==> config.mk <==
export PLATFORM = sky130hd
export DESIGN_NAME = audio_ctl_rx
export DESIGN_NICKNAME = d
export VERILOG_FILES = /design/src/rtl/audio_ctl_rx.sv
export SDC_FILE = /design/constraint.sdc
export NUM_CORES = 1
export LEC_CHECK = 0
export ABC_CLOCK_PERIOD_IN_PS = 5400
export BUFFER_PORTS_ARGS = -buffer_cell sky130_fd_sc_hd__buf_4
export CAP_MARGIN = 20
export CORE_MARGIN = 3
export CORE_UTILIZATION = 59
export DETAILED_ROUTE_END_ITERATION = 6
export GPL_ROUTABILITY_DRIVEN = 0
export PLACE_DENSITY = 0.86
export SLEW_MARGIN = 15
export SYNTH_ARGS = -nofsm -noshare
export SYNTH_HDL_FRONTEND = slang
export SYNTH_SLANG_ARGS = --single-unit
==> constraint.sdc <==
create_clock -name clk -period 5.4 [get_ports clk]
set_clock_uncertainty 0.05 [all_clocks]
set_input_delay 0.54 -clock clk [delete_from_list [all_inputs] [get_ports clk]]
set_output_delay 0.54 -clock clk [all_outputs]
set_load 0.1 [all_outputs]
==> src/rtl/audio_ctl_rx.sv <==
module audio_ctl_rx #(
  parameter logic [1:0] DEV_ADDR  = 2'b10,
  parameter int         VOL_MAX   = 40,
  parameter int         FADE_MAX  = 20,
  parameter int         TONE_MAX  = 12,
  parameter int         TONE_FLAT = 6,
  parameter int         SEL_MAX   = 3
) (
  input  logic       clk,
  input  logic       rst_n,
  input  logic       ser_sel_n,
  input  logic       ser_clk,
  input  logic       ser_dat,
  output logic [1:0] in_sel,
  output logic [3:0] bass,
  output logic [3:0] treble,
  output logic [5:0] volume,
  output logic [4:0] fade_lf,
  output logic [4:0] fade_rf,
  output logic [4:0] fade_lr,
  output logic [4:0] fade_rr
);
  localparam int PAY_BITS   = 9;
  localparam int ADDR_BITS  = 2;
  localparam int FRAME_BITS = ADDR_BITS + PAY_BITS;
  localparam int CW         = $clog2(FRAME_BITS + 1);

  logic [1:0] sel_ff, sck_ff, dat_ff;
  logic       sel_q, sck_q;
  logic [PAY_BITS-1:0] shreg;
  logic [CW-1:0]       cnt;
  logic                addr_ok;

  wire sel_s    = sel_ff[1];
  wire sck_s    = sck_ff[1];
  wire dat_s    = dat_ff[1];
  wire sel_fall = sel_q & ~sel_s;
  wire sel_rise = ~sel_q & sel_s;
  wire sck_rise = ~sck_q & sck_s;
  wire take     = sel_rise & addr_ok & (cnt == CW'(FRAME_BITS));
  wire exp_bit  = (cnt == '0) ? DEV_ADDR[1] : DEV_ADDR[0];

  wire [2:0] code = shreg[8:6];
  wire [5:0] d    = shreg[5:0];
  wire [5:0] vol_c  = (d > 6'(VOL_MAX))  ? 6'(VOL_MAX)  : d;
  wire [4:0] fade_c = (d > 6'(FADE_MAX)) ? 5'(FADE_MAX) : d[4:0];
  wire [3:0] tone_c = (d > 6'(TONE_MAX)) ? 4'(TONE_MAX) : d[3:0];
  wire [1:0] sel_c  = (d > 6'(SEL_MAX))  ? 2'(SEL_MAX)  : d[1:0];

  always_ff @(posedge clk or negedge rst_n) begin
    if (!rst_n) begin
      sel_ff <= 2'b11;
      sck_ff <= 2'b00;
      dat_ff <= 2'b00;
      sel_q  <= 1'b1;
      sck_q  <= 1'b0;
    end else begin
      sel_ff <= {sel_ff[0], ser_sel_n};
      sck_ff <= {sck_ff[0], ser_clk};
      dat_ff <= {dat_ff[0], ser_dat};
      sel_q  <= sel_s;
      sck_q  <= sck_s;
    end
  end

  always_ff @(posedge clk or negedge rst_n) begin
    if (!rst_n) begin
      shreg   <= '0;
      cnt     <= '0;
      addr_ok <= 1'b0;
    end else if (sel_fall) begin
      cnt     <= '0;
      addr_ok <= 1'b1;
    end else if (!sel_s && sck_rise) begin
      shreg <= {shreg[PAY_BITS-2:0], dat_s};
      if (cnt < CW'(ADDR_BITS) && dat_s != exp_bit) addr_ok <= 1'b0;
      if (cnt != CW'(FRAME_BITS)) cnt <= cnt + 1'b1;
    end
  end

  always_ff @(posedge clk or negedge rst_n) begin
    if (!rst_n) begin
      in_sel  <= '0;
      bass    <= 4'(TONE_FLAT);
      treble  <= 4'(TONE_FLAT);
      volume  <= 6'(VOL_MAX);
      fade_lf <= 5'(FADE_MAX);
      fade_rf <= 5'(FADE_MAX);
      fade_lr <= 5'(FADE_MAX);
      fade_rr <= 5'(FADE_MAX);
    end else if (take) begin
      case (code)
        3'd0: in_sel  <= sel_c;
        3'd1: bass    <= tone_c;
        3'd2: treble  <= tone_c;
        3'd3: volume  <= vol_c;
        3'd4: fade_rf <= fade_c;
        3'd5: fade_lf <= fade_c;
        3'd6: fade_rr <= fade_c;
        default: fade_lr <= fade_c;
      endcase
    end
  end
endmodule


==> metrics.txt <==
status finished, final reports clean; Synth Area in XOR/XNOR 0.354%; Final Hold Fails 0; Synthesis Warnings 0; count of cell types in the netlist 40; Synth Area in Simple Gates 12.8%; Area Overhead vs Synth 21.2%; final setup margin around 3.4 ns; total setup buffers inserted after CTS 0; metal2 WL 2.27 mm; Cell Int Power 0.740 mW; crit-path max FO 7; GRT Overall Usage a little over a fifth; #FFs+latches synth 58; GR Overflow Total 0; Sink Count 58; Slew Viols, Final 0; CTS max path bufs 2; Ant. Diodes 0; post-synthesis mux area share 20.3%; Root Buffer clkbuf_8; starting density of the core 64.2%; share of the synthesized area in the top cell type around two fifths; storage element area 1470 sq um; initial antenna violation count 0; Avg Vias per Cell roughly 5.7; Slew @ Worst Pin between 0.6 and 0.7 ns; Top Metal Used met4; Clock Latency Late Sink 0.33 ns; total CTS buffers 9; highest clock rate ~500 MHz; placed cell areas 2800 sq um; Synth Area per Inst 14.1 sq um; share of power burned in the clock network 39.9%; DRC errors left 0; largest net degree at the start of global routing 59; TritonCTS clock tree built; most frequent cells in the layout 41 x dfrtp_1, 40 x buf_4, 38 x mux2_2; layout filler cell count 226; Core Region ~3900 sq um; Synth area leaders dfrtp_1 41%, dfstp_2 18%, mux2_2 17%, mux2i_1 1.6%, inv_1 1.4%; Synth Area in Adders around 1%; Reg2Reg Depth 4; Critical Path RT 5.56 ns; nets@finish 226; DR WL/cell 17.3 um; RSZ-0062 raised after global routing false; CP Launch Type register; Mapped Area 2470 sq um; ratio of final minimum period to clock period between 30% and 40%; 1st-pass router iterations 4; first-pass GRT wire length 8.11 mm; chip width 70.8 um; share of post-route cells with drive strength above 1 52.7%; hpwl dp between 3 and 4 mm; worst hold path class input port to asynchronous set/reset pin; Layout Utilization 77.8%; Crit Path Class register to register; commonest non-fill, non-tap cell in the layout dfrtp_1; Synth Instances between 150 and 200; worst vdd ir 0.000231 V; final antenna-violating net count 0; Routed WL 4.71 mm; H-tree levels 3; row cnt 22; number of global-route vias before repair 1660; main combinational cell family by area after synthesis multiplexers; metal3 WL 330 um; FF-to-FF setup slack around 3.4 ns; Switching Power 0.251 mW; Power Density 330 nW/um^2; area of the multi-input gates 935 sq um; pre-CTS setup slack 3.47 ns; DRT met1 WL 2.05 mm; shortest clock period the worst path allows after layout 1.96 ns; Post-Place Cells about 260; Synth area leader dfrtp_1; Clock Pin Slew Worst Setup and Hold Paths 0.06 ns; Hold Buf Count CTS 0; Sequential Power Share 50.0%; Slew HR 54.6%; sequential-to-total area share from yosys stat 59.5%; Sw Ratio 25.3%; port bufs 40; leak pwr 1.44 nW; Design Area, Final around 3000 sq um; max-cap viol count 0; syn_nets 183; final setup fails 0; Via Count ~1500; Comb power frac 10.2%; I/O pin count between 40 and 50; Die ar. 5010 sq um; Crit path arrival time 2.12 ns; CP Capture Type register; Finished Layout Cells approximately 270; setup tns final 0 ns; Die Ht slightly above 70 um; Synth Area in Compound Gates 3.29%; drt initial violations 76; post-CTS sizing 0
[critical path: stages (launching register included)]
cell,delay [ns]
dfrtp_1,0.41
ha_1,0.27
nand3b_4,0.17
nor3b_2,0.54
mux2_2,0.40
[stage by stage]
| step | hold slack, ns | total power [mW] |
|---|---|---|
| finish | 0.211 | 0.991 |
| global route | 0.235 | 1.04 |
| CTS | 0.222 | 0.995 |
| detailed placement | 0.293 | 0.601 |
| global placement | 0.283 | 0.593 |
| floorplan | 0.194 | 0.564 |
[flip-flops by register name, indices dropped and copies added (netlist names)]
| signal | flops |
|---|---|
| bass | 4 |
| addr_ok | 1 |
| fade_lr | 5 |
| volume | 6 |
| sel_ff | 2 |
| fade_rf | 5 |
| sck_q | 1 |
| sck_ff | 2 |
| in_sel | 2 |
| fade_lf | 5 |
| shreg | 9 |
| dat_ff | 2 |
| cnt | 4 |
| sel_q | 1 |
| fade_rr | 5 |
| treble | 4 |
[path summary, 6_finish.rpt]
check                                          to                start
max                        fade_rr[0]$_DFFE_PN0P_   cnt[1]$_DFFE_PN0P_
min                         in_sel[0]$_DFFE_PN0P_                rst_n
max reg2reg                fade_rr[0]$_DFFE_PN0P_   cnt[1]$_DFFE_PN0P_
min reg2reg                   sck_ff[1]$_DFF_PN0_  sck_ff[0]$_DFF_PN0_
max in group asynchronous  fade_rf[1]$_DFFE_PN0P_                rst_n
min in group clk              sel_ff[0]$_DFF_PN1_            ser_sel_n
[cell families after synthesis]
kind of cell    after synthesis
flops                        58
buf+inv                      17
simple gates                 39
compound gates               14
xor+xnor                      1
mux                          45
fa+ha+maj                     2
[layer usage]
metal  vias to the layer above  global-route usage (%)
li1                        713                       -
met1                       762                    26.7
met2                        61                    32.4
met3                         8                    10.5
met4                         0                    6.89
met5                         -                       0
[cell usage after synthesis]
cell,instances
nor4_1,1
dfstp_2,17
o31ai_1,1
nor4_4,1
mux2i_1,4
nand3_1,4
nor4_2,1
nand3b_4,1
o21ai_0,4
and3b_1,1
a211oi_1,1
nor3_2,1
mux2_2,38
and2_1,2
dfrtp_1,41
buf_2,1
or3_1,4
a211o_1,1
or3b_1,1
nor2_1,3
and4bb_2,1
nand2_1,4
nor4b_4,1
nor3b_1,3
clkbuf_1,6
a21oi_1,6
nor2_4,1
nor2b_1,2
o21a_1,1
clkbuf_2,1
or4_1,2
ha_1,2
xnor2_1,1
mux2_1,3
nand4_1,1
nand4b_1,1
nor3b_2,1
or2_2,1
inv_1,9
nand4b_2,1
[power by group through the flow]
stage                     sequential, mW  clock, mW  combinational, mW
after floorplan                    0.473          0             0.0914
after global placement             0.498          0             0.0949
after detailed placement           0.500          0              0.101
after CTS                          0.493      0.399              0.102
after global routing               0.499      0.427              0.115
final                              0.495      0.395              0.101
[cell type report]
class | count | area share, %
clock buffer | 14 | 5.42
inverter | 9 | 1.13
tap | 48 | 2.00
multi-input combinational | 101 | 31.2
clock inverter | 2 | 1.17
sequential | 58 | 49.1
timing repair buffer | 40 | 10.0
Note: power is estimated with default switching activity, not from simulation.
